$ cat src/rtl/ptw_pkg.sv
package ptw_pkg;
  localparam int SLICE_W     = 9;
  localparam int LEVELS      = 3;
  localparam int VPN_W       = SLICE_W * LEVELS;
  localparam int PTE_W       = 64;
  localparam int ENTRY_SHIFT = 3;
  localparam int PAGE_SHIFT  = SLICE_W + ENTRY_SHIFT;
  localparam int PTE_PPN_LSB = 10;
  localparam int LVL_W       = $clog2(LEVELS);

  typedef struct packed {
    logic loadVpn;
    logic startWalk;
    logic latchPte;
    logic descend;
  } ptwStrobes_t;

  typedef enum logic [2:0] {
    ST_IDLE, ST_LOOKUP, ST_MEMREQ, ST_MEMWAIT, ST_CHECK, ST_RESP
  } ptwState_t;
endpackage

$ cat src/rtl/ptw_dir_cache.sv
module ptw_dir_cache #(
  parameter int KEY_W   = 9,
  parameter int DATA_W  = 44,
  parameter int ENTRIES = 4
) (
  input  logic              clk,
  input  logic              rstN,
  input  logic              flush,
  input  logic              fillEn,
  input  logic [KEY_W-1:0]  fillKey,
  input  logic [DATA_W-1:0] fillData,
  input  logic [KEY_W-1:0]  lookKey,
  output logic              hit,
  output logic [DATA_W-1:0] hitData
);
  localparam int IDX_W = (ENTRIES > 1) ? $clog2(ENTRIES) : 1;
  localparam logic [IDX_W-1:0] LAST_IDX = IDX_W'(ENTRIES - 1);

  logic [ENTRIES-1:0] validQ;
  logic [ENTRIES-1:0] hitVec;
  logic [KEY_W-1:0]   keyQ  [ENTRIES];
  logic [DATA_W-1:0]  dataQ [ENTRIES];
  logic [IDX_W-1:0]   ptrQ;

  for (genvar i = 0; i < ENTRIES; i++) begin : g_cmp
    assign hitVec[i] = validQ[i] && (keyQ[i] == lookKey);
  end

  assign hit = |hitVec;

  always_comb begin
    hitData = '0;
    for (int i = 0; i < ENTRIES; i++)
      if (hitVec[i]) hitData |= dataQ[i];
  end

  always_ff @(posedge clk) begin
    if (!rstN) begin
      validQ <= '0;
      ptrQ   <= '0;
    end else if (flush) begin
      validQ <= '0;
      ptrQ   <= '0;
    end else if (fillEn) begin
      validQ[ptrQ] <= 1'b1;
      ptrQ <= (ptrQ == LAST_IDX) ? '0 : ptrQ + 1'b1;
    end
  end

  always_ff @(posedge clk) begin
    if (fillEn && !flush) begin
      keyQ[ptrQ]  <= fillKey;
      dataQ[ptrQ] <= fillData;
    end
  end


  hit_unique_chk: assert property (@(posedge clk) disable iff (!rstN)
    $onehot0(hitVec));


  flush_clear_chk: assert property (@(posedge clk) disable iff (!rstN)
    flush |=> (validQ == '0));
endmodule

$ cat src/rtl/ptw_datapath.sv
module ptw_datapath import ptw_pkg::*; #(
  parameter int PPN_W      = 44,
  parameter int DC_ENTRIES = 4
) (
  input  logic                        clk,
  input  logic                        rstN,
  input  ptwStrobes_t                 strb,
  input  logic                        flush,
  input  logic [VPN_W-1:0]            reqVpn,
  input  logic [PPN_W-1:0]            rootPpn,
  input  logic [PTE_W-1:0]            memRespData,
  output logic [PPN_W+PAGE_SHIFT-1:0] memReqAddr,
  output logic                        pteFault,
  output logic                        pteLeaf,
  output logic [PPN_W-1:0]            respPpn,
  output logic [1:0]                  respSize
);
  logic [VPN_W-1:0] vpnQ;
  logic [LVL_W-1:0] levelQ;
  logic [PPN_W-1:0] baseQ;
  logic [PTE_W-1:0] pteQ;

  logic             hitLvl  [LEVELS-1:1];
  logic [PPN_W-1:0] hitBase [LEVELS-1:1];
  logic [LVL_W-1:0] startLvl;
  logic [PPN_W-1:0] startBase;

  // cache g holds pointers reached through the top g slices
  for (genvar g = 1; g < LEVELS; g++) begin : g_dc
    localparam int KW = SLICE_W * g;
    ptw_dir_cache #(.KEY_W(KW), .DATA_W(PPN_W), .ENTRIES(DC_ENTRIES)) u_dc (
      .clk      (clk),
      .rstN     (rstN),
      .flush    (flush),
      .fillEn   (strb.descend && (levelQ == LVL_W'(LEVELS - g))),
      .fillKey  (vpnQ[VPN_W-1 -: KW]),
      .fillData (pteQ[PTE_PPN_LSB +: PPN_W]),
      .lookKey  (vpnQ[VPN_W-1 -: KW]),
      .hit      (hitLvl[g]),
      .hitData  (hitBase[g])
    );
  end

  always_comb begin
    startLvl  = LVL_W'(LEVELS - 1);
    startBase = rootPpn;
    for (int g = 1; g < LEVELS; g++) begin
      if (hitLvl[g]) begin
        startLvl  = LVL_W'(LEVELS - 1 - g);
        startBase = hitBase[g];
      end
    end
  end

  logic             pteV, pteR, pteW, pteX;
  logic [PPN_W-1:0] ptePpn;
  logic [SLICE_W-1:0] curSlice;
  logic [PPN_W-1:0] lowMask;
  logic             unusedPteBits;

  assign pteV   = pteQ[0];
  assign pteR   = pteQ[1];
  assign pteW   = pteQ[2];
  assign pteX   = pteQ[3];
  assign ptePpn = pteQ[PTE_PPN_LSB +: PPN_W];
  assign unusedPteBits = ^{pteQ[PTE_W-1:PTE_PPN_LSB+PPN_W], pteQ[PTE_PPN_LSB-1:4]};

  assign pteLeaf  = pteR | pteX;
  assign pteFault = !pteV || (pteW && !pteR) || (!pteLeaf && levelQ == '0);

  assign curSlice   = vpnQ[int'(levelQ) * SLICE_W +: SLICE_W];
  assign memReqAddr = {baseQ, curSlice, ENTRY_SHIFT'(0)};

  assign lowMask  = (PPN_W'(1) << (int'(levelQ) * SLICE_W)) - PPN_W'(1);
  assign respPpn  = pteFault ? '0 : ((ptePpn & ~lowMask) | (PPN_W'(vpnQ) & lowMask));
  assign respSize = pteFault ? 2'd0 : 2'(levelQ);

  always_ff @(posedge clk) begin
    if (!rstN) begin
      vpnQ   <= '0;
      levelQ <= '0;
      baseQ  <= '0;
      pteQ   <= '0;
    end else begin
      if (strb.loadVpn) vpnQ <= reqVpn;
      if (strb.startWalk) begin
        levelQ <= startLvl;
        baseQ  <= startBase;
      end else if (strb.descend) begin
        levelQ <= levelQ - 1'b1;
        baseQ  <= ptePpn;
      end
      if (strb.latchPte) pteQ <= memRespData;
    end
  end


  descend_level_chk: assert property (@(posedge clk) disable iff (!rstN)
    strb.descend |-> (levelQ != '0));
endmodule

$ cat src/rtl/ptw_ctrl.sv
module ptw_ctrl import ptw_pkg::*; (
  input  logic        clk,
  input  logic        rstN,
  input  logic        reqValid,
  input  logic        respReady,
  input  logic        memReqReady,
  input  logic        memRespValid,
  input  logic        pteFault,
  input  logic        pteLeaf,
  output logic        reqReady,
  output logic        respValid,
  output logic        memReqValid,
  output ptwStrobes_t strb
);
  ptwState_t stateQ, stateD;

  always_comb begin
    stateD      = stateQ;
    strb        = '0;
    reqReady    = 1'b0;
    respValid   = 1'b0;
    memReqValid = 1'b0;
    unique case (stateQ)
      ST_IDLE: begin
        reqReady = 1'b1;
        if (reqValid) begin
          strb.loadVpn = 1'b1;
          stateD = ST_LOOKUP;
        end
      end
      ST_LOOKUP: begin
        strb.startWalk = 1'b1;
        stateD = ST_MEMREQ;
      end
      ST_MEMREQ: begin
        memReqValid = 1'b1;
        if (memReqReady) stateD = ST_MEMWAIT;
      end
      ST_MEMWAIT: begin
        if (memRespValid) begin
          strb.latchPte = 1'b1;
          stateD = ST_CHECK;
        end
      end
      ST_CHECK: begin
        if (pteFault || pteLeaf) stateD = ST_RESP;
        else begin
          strb.descend = 1'b1;
          stateD = ST_MEMREQ;
        end
      end
      ST_RESP: begin
        respValid = 1'b1;
        if (respReady) stateD = ST_IDLE;
      end
      default: stateD = ST_IDLE;
    endcase
  end

  always_ff @(posedge clk) begin
    if (!rstN) stateQ <= ST_IDLE;
    else       stateQ <= stateD;
  end


  resp_hold_chk: assert property (@(posedge clk) disable iff (!rstN)
    respValid && !respReady |=> respValid);
endmodule

$ cat src/rtl/pt_walker.sv
module pt_walker import ptw_pkg::*; #(
  parameter int PPN_W      = 44,
  parameter int DC_ENTRIES = 4,
  localparam int PA_W      = PPN_W + PAGE_SHIFT
) (
  input  logic             clk,
  input  logic             rstN,
  input  logic             flush,
  input  logic [PPN_W-1:0] rootPpn,
  input  logic             reqValid,
  output logic             reqReady,
  input  logic [VPN_W-1:0] reqVpn,
  output logic             respValid,
  input  logic             respReady,
  output logic [PPN_W-1:0] respPpn,
  output logic [1:0]       respSize,
  output logic             respFault,
  output logic             memReqValid,
  input  logic             memReqReady,
  output logic [PA_W-1:0]  memReqAddr,
  input  logic             memRespValid,
  input  logic [PTE_W-1:0] memRespData
);
  ptwStrobes_t strb;
  logic        pteFault, pteLeaf;

  ptw_ctrl u_ctrl (
    .clk          (clk),
    .rstN         (rstN),
    .reqValid     (reqValid),
    .respReady    (respReady),
    .memReqReady  (memReqReady),
    .memRespValid (memRespValid),
    .pteFault     (pteFault),
    .pteLeaf      (pteLeaf),
    .reqReady     (reqReady),
    .respValid    (respValid),
    .memReqValid  (memReqValid),
    .strb         (strb)
  );

  ptw_datapath #(.PPN_W(PPN_W), .DC_ENTRIES(DC_ENTRIES)) u_dp (
    .clk         (clk),
    .rstN        (rstN),
    .strb        (strb),
    .flush       (flush),
    .reqVpn      (reqVpn),
    .rootPpn     (rootPpn),
    .memRespData (memRespData),
    .memReqAddr  (memReqAddr),
    .pteFault    (pteFault),
    .pteLeaf     (pteLeaf),
    .respPpn     (respPpn),
    .respSize    (respSize)
  );

  assign respFault = pteFault;


  mem_hold_chk: assert property (@(posedge clk) disable iff (!rstN)
    memReqValid && !memReqReady |=> memReqValid && $stable(memReqAddr));


  resp_stable_chk: assert property (@(posedge clk) disable iff (!rstN)
    respValid && !respReady |=> $stable(respPpn) && $stable(respFault) && $stable(respSize));


  busy_block_chk: assert property (@(posedge clk) disable iff (!rstN)
    respValid |-> !reqReady);
endmodule

$ cat config.mk
export PLATFORM = sky130hd
export DESIGN_NAME = pt_walker
export DESIGN_NICKNAME = d
export VERILOG_FILES = /design/src/rtl/ptw_pkg.sv /design/src/rtl/ptw_dir_cache.sv /design/src/rtl/ptw_datapath.sv /design/src/rtl/ptw_ctrl.sv /design/src/rtl/pt_walker.sv
export SDC_FILE = /design/constraint.sdc
export NUM_CORES = 1
export LEC_CHECK = 0
export CORE_ASPECT_RATIO = 0.75
export CORE_MARGIN = 5
export CORE_UTILIZATION = 50
export CTS_CLUSTER_DIAMETER = 30
export DETAILED_ROUTE_END_ITERATION = 10
export DONT_BUFFER_PORTS = 1
export PLACE_DENSITY = 0.62
export SETUP_SLACK_MARGIN = 0.05
export SLEW_MARGIN = 20
export SYNTH_ARGS = -nofsm -noshare
export SYNTH_HDL_FRONTEND = slang
export SYNTH_HIERARCHICAL = 1
export SYNTH_SLANG_ARGS = --single-unit
$ cat constraint.sdc
create_clock -name clk -period 13.9 [get_ports clk]
set_input_delay 1.39 -clock clk [delete_from_list [all_inputs] [get_ports clk]]
set_output_delay 1.39 -clock clk [all_outputs]
set_load 0.02 [all_outputs]
# Yosys cells after proc, flatten, opt, wreduce, memory -nomap -nowiden
# Memory sizes are Yosys's and may differ from the RTL's.
# Index checks and enable logic that the tools add are counted.
[word_totals]
reg_bits = 142
latchBits = 0
mem_bits_rw = 460
romBits = 0
inputBits = 142
out_inout_bits = 106
elab_cells = 133
memories = 4
[memory_table]
columns = ["memory", "words", "width", "read_ports", "rd_ports_with_merged_regs", "write_ports", "line", "text"]
rows = [
  ["u_dp.g_dc[1].u_dc.dataQ", 4, 44, 4, 0, 1, "ptw_dir_cache.sv:22", "logic [DATA_W-1:0] dataQ [ENTRIES];"],
  ["u_dp.g_dc[2].u_dc.dataQ", 4, 44, 4, 0, 1, "ptw_dir_cache.sv:22", ""],
  ["u_dp.g_dc[2].u_dc.keyQ", 4, 18, 4, 0, 1, "ptw_dir_cache.sv:21", "logic [KEY_W-1:0] keyQ [ENTRIES];"],
  ["u_dp.g_dc[1].u_dc.keyQ", 4, 9, 4, 0, 1, "ptw_dir_cache.sv:21", ""],
]
[classes]
add_sub_neg = 4
mul = 1
div = 0
order_cmp = 4
n_eq_ne = 21
n_shift = 2
n_mux = 44
bitwise = 14
n_reduce_logical = 30
[op_table]
columns = ["cell", "n"]
rows = [
  ["44-bit 2-to-1 mux", 13],
  ["44-bit OR", 7],
  ["18-bit == test", 4],
  ["27-bit by 44-bit bitwise AND with 44-bit output", 1],
  ["44-bit bitwise AND", 1],
  ["44-bit inverter", 1],
  ["1-bit by 32-bit << shifter with 44-bit output, first input constant", 1],
  ["44-bit by 2-bit subtractor with 44-bit output, second input constant", 1],
  ["9-bit == test", 4],
  ["27-bit by 32-bit variable part select with 9-bit output", 1],
  ["3-bit case mux with 6 select lines", 1],
  ["1-bit logical AND", 16],
  ["1-bit 2-to-1 mux", 16],
  ["3-bit 2-to-1 mux", 5],
  ["2-bit 2-to-1 mux", 7],
  ["2-bit inequality test, second input constant", 4],
  ["4-bit OR", 2],
  ["4-bit OR reduction", 2],
  ["2-bit == test, second input constant", 3],
  ["3-bit by 2-bit == test with 1-bit output, second input constant", 2],
  ["3-bit == test, second input constant", 2],
  ["2-bit by 3-bit less-than comparator with 1-bit output, second input constant", 2],
  ["2-bit by 4-bit multiplier with 6-bit output, second input constant", 1],
  ["2-bit by 1-bit adder with 2-bit output, second input constant", 2],
  ["14 further kinds", 21],
]

# Logic depth before layout (Yosys ltp)
# An unclocked memory read counts as a cell.
[depth]
depth_word = 13
ltp_mapped = 17
depth_no_buf = 10

# By module
# Netlist, hierarchy kept.
[modules_own_cells]
columns = ["mod", "n_inst", "cells_each", "area_per_inst_um2", "seq_area_each_um2"]
rows = [
  ["ptw_dir_cache at u_dp.g_dc[2].u_dc", 1, 645, 10163.5, 7567.3],
  ["ptw_dir_cache at u_dp.g_dc[1].u_dc", 1, 521, 8445.6, 6486.2],
  ["ptw_datapath", 1, 694, 7579.8, 2422.3],
  ["ptw_ctrl", 1, 33, 274.0, 60.1],
]

# Worst setup path before layout
# OpenSTA, ideal clock, no wires.
[synth_path]
path_type = "reg2reg"
startpoint = "register u_dp.levelQ[0]"
endpoint = "memory u_dp.g_dc[2].u_dc.dataQ[0][0], enable pin"
setup_ps = 482
arrival_ps = 5641
required_time_ps = 13418
path_slack_ps = 7777
path_stages_with_launch = 18
n_path_buf = 7
period_less_slack_ps = 6123
path_cell_list = "dfxtp_1 > buf_4 > inv_1 > ha_1 > nand2b_1 > a21oi_2 > buf_6 > buf_6 > nand2b_1 > nor2_1 > nor4bb_1 > buf_2 > buf_6 > buf_6 > and2_1 > clkbuf_1 > nand2_1 > nor2_1"
[synth_rtl]
columns = ["item", "line", "text"]
rows = [
  ["start: declaration", "ptw_datapath.sv:19", "logic [LVL_W-1:0] levelQ;"],
  ["start signal: assignment", "ptw_datapath.sv:87", "levelQ <= startLvl;"],
  ["start signal: assignment", "ptw_datapath.sv:90", "levelQ <= levelQ - 1'b1;"],
  ["end: declaration", "ptw_dir_cache.sv:22", ""],
]

==> out/metrics.cfg <==
[sta]
fin_crit_sh_pct = 42.2
finalMaxSlewViolations = 0
final.setup.tns_ns = 0
worst_pin_slew_ns = 1.13
slew_headroom_pct = 24.9
setup_viol_count_final = 0
hold_violations = 0
max_clock_freq_mhz = 170
fin_skew_ns = 0.0291
rsz0062_at_grt = no
fin_crit_ns = 5.87

[pwr]
finalPower_mw = 5.60
p_per_area_nw_per_um2 = 182
p_leak_nw = 10.1
peakVddDrop_mv = 0.231

[global_route]
grt_util_all_layers_pct = 25.1
grt_pass1_vias = 16500
grt_pass1_wl_mm = 109
grt_antenna_before_repair = 3
overflow = 0
grt_max_degree = 86

[detailed_routing]
wl_per_cell_um = 27.0
totalWireLength_mm = 73.3
first_iter_violations = 1552
vias_per_cell = 6.02
first_pass_iters = 5
vias = 16300
drc = 0
ant_nets = 0

[place]
dp_cells = 2501
dp_hpwl_mm = 41.1
postPlaceCellArea_um2 = 26900
io_buffers = 0
gp_congestion = 0.779

[job]
cap_violations = 0

[critical_path]
arrival_ns = 6.14
cp_cell_sequence = inv_1 > ha_1 > nand2b_1 > a21oi_4 > nand2b_1 > nor2_1 > nor4bb_4 > buf_4 > and2_1 > nand2_1 > nor2_4 > buf_4
critPathMaxStageDelay_ns = 0.91
slowest_stage = dfxtp_1
crit_fanout = 32
r2r_cells = 12
end_kind = register
timing.rr.end = u_dp/g_dc[1].u_dc/keyQ[2][1]$_DFFE_PP_
cp-start-kind = register
required_ns = 14.17
rr_startpoint = u_dp/levelQ[0]$_SDFFE_PN0P_
ff2ff_setup_slack_ns = 8.03
critical_path_class = register to register

[status]
status = finished, final reports clean

[layout]
drive_gt1_share_pct = 19.8
nets = 2058
antennaDiodeCount = 0
fin_cells = 2712
mostFrequentLayoutCells = 460 x edfxtp_1, 164 x nor2b_1, 160 x mux2i_1
layout_commonest_cell = edfxtp_1
final_area_um2 = 30900
area_delta_synth_final_pct = 16.6

[die]
initial_utilization_pct = 50.2
core_um2 = 52700
rows = 73
die_w_um = 276
die_area_um2 = 57700
io_pins = 248
die_h_um = 209

[clocking]
clkTransAtPathRegs_ns = 0.05
h-tree-depth = 3
ctsHoldBuffers = 0
clk_latency_ns = 0.66
cts.sinks = 596
cts_setup_buffers = 0
cts_buffers = 111
cts_resized = 0
cts_root_buffer = clkbuf_16
ctsLongestPathBuffers = 3
cts_tree = yes

[yosys]
synth_warnings = 6
synth_seq_area_share_pct = 62.5
avgSynthCellArea_um2 = 14.0
syn_area_um2 = 26500
synthCells = 1893
ys.flop_type = edfxtp_1
ys_ff_latch = 596
synth_cell_types = 64
synth_edf_count = 460
async_flop_share_pct = 0

[hold_path]
min_from = u_dp/g_dc[2].u_dc/validQ[2]$_SDFFE_PP0P_
hp-class = register to register
hold_depth = 2
hold_end = u_dp/g_dc[2].u_dc/validQ[2]$_SDFFE_PP0P_

## critical path: cells and delay by family (launching register included)
family                     cells  cell delay, ns
AOI/OAI and AO/OA              1            0.08
adders and majority gates      1            0.53
buffers and inverters          3            1.25
DFF                            1            0.91
and+or+nand+nor                7            2.64
## worst max path at each step
| stage | startpoint | endpoint | slack [ns] | cells after the start |
|---|---|---|---|---|
| 2_1_floorplan | u_dp/levelQ[0]$_SDFFE_PN0P_ | u_dp/g_dc[2].u_dc/dataQ[0][0]$_DFFE_PP_ | 7.78 | 17 |
| 3_3_place_gp | u_dp/levelQ[0]$_SDFFE_PN0P_ | u_dp/g_dc[2].u_dc/dataQ[2][23]$_DFFE_PP_ | 8.21 | 12 |
| 3_5_place_dp | u_dp/levelQ[0]$_SDFFE_PN0P_ | u_dp/g_dc[2].u_dc/dataQ[2][21]$_DFFE_PP_ | 8.10 | 12 |
| 4_1_cts | u_dp/levelQ[0]$_SDFFE_PN0P_ | u_dp/g_dc[2].u_dc/dataQ[2][22]$_DFFE_PP_ | 8.06 | 12 |
| 5_1_grt | u_dp/levelQ[0]$_SDFFE_PN0P_ | u_dp/g_dc[1].u_dc/keyQ[2][1]$_DFFE_PP_ | 7.81 | 12 |
| 6_report | u_dp/levelQ[0]$_SDFFE_PN0P_ | u_dp/g_dc[1].u_dc/keyQ[2][1]$_DFFE_PP_ | 8.03 | 12 |
## layer usage
layer	track usage, %	share of wire, %	vias to the layer above
met5	0	0	-
met1	36.0	44	8300
li1	-	-	7250
met4	6.54	1.9	0
met3	6.03	8.2	107
met2	38.8	46	677
## synthesized netlist by cell type, drive strengths merged (14+ instances only)
master	count	area [um^2]
o22a	19	166
clkbuf	60	230
nand3	77	385
nor3b	31	383
buf	86	766
nand2	138	523
ha	14	175
and3	47	294
dfxtp	136	2720
o22ai	45	288
xor2	23	201
mux2i	160	1600
edfxtp	460	13800
nor2b	164	1030
a22oi	51	383
a211oi	46	536
o32ai	44	686
xnor2	87	777
nor2	31	124
nand4	40	256
a311o	44	440
## final cells by class
class	instances	area, um^2
Clock inverter	83	1050
Timing Repair Buffer	40	300
Fill cell	4083	21800
Sequential cell	596	16500
Multi-Input combinational cell	1141	9100
Tap cell	712	891
Inverter	12	45.0
Clock buffer	128	2930
## flip-flops by register name (all words and copies together), names as in the netlist
signal,count
u_dp/g_dc.u_dc/validQ,8
u_dp/baseQ,44
u_ctrl/stateQ,3
u_dp/g_dc.u_dc/dataQ,352
u_dp/g_dc.u_dc/keyQ,108
u_dp/vpnQ,27
u_dp/pteQ,48
u_dp/g_dc.u_dc/ptrQ,4
u_dp/levelQ,2
## stage by stage
step                      setup WS, ns  utilization (%)  hold WS (ns)
after floorplan                   7.78                -         0.436
after global placement            8.21             50.9         0.465
after detailed placement          8.10             51.0         0.464
after CTS                         8.06             58.5         0.482
after global routing              7.81             58.5         0.529
final                             8.03             58.5         0.473
## cell families (layout without fill, tap and decap cells)
logic type / Yosys count / after routing / synth area share, %
buffers and inverters: 158 / 263 / 3.93
adders and majority gates: 14 / 14 / 0.662
other: 1 / 3 / 0.0142
xor gates and xnor gates: 110 / 110 / 3.70
muxes: 160 / 160 / 6.05
DFF: 596 / 596 / 62.5
and+or+nand+nor: 582 / 582 / 13.2
AOI/OAI and AO/OA: 272 / 272 / 9.94
## where the power goes
group	internal (mW)	switching (mW)	leakage [nW]
logic	0.238	0.396	2.83
registers	2.00	0.170	5.36
clock network	1.85	0.958	1.89
Power figures use the tool's default switching activity.
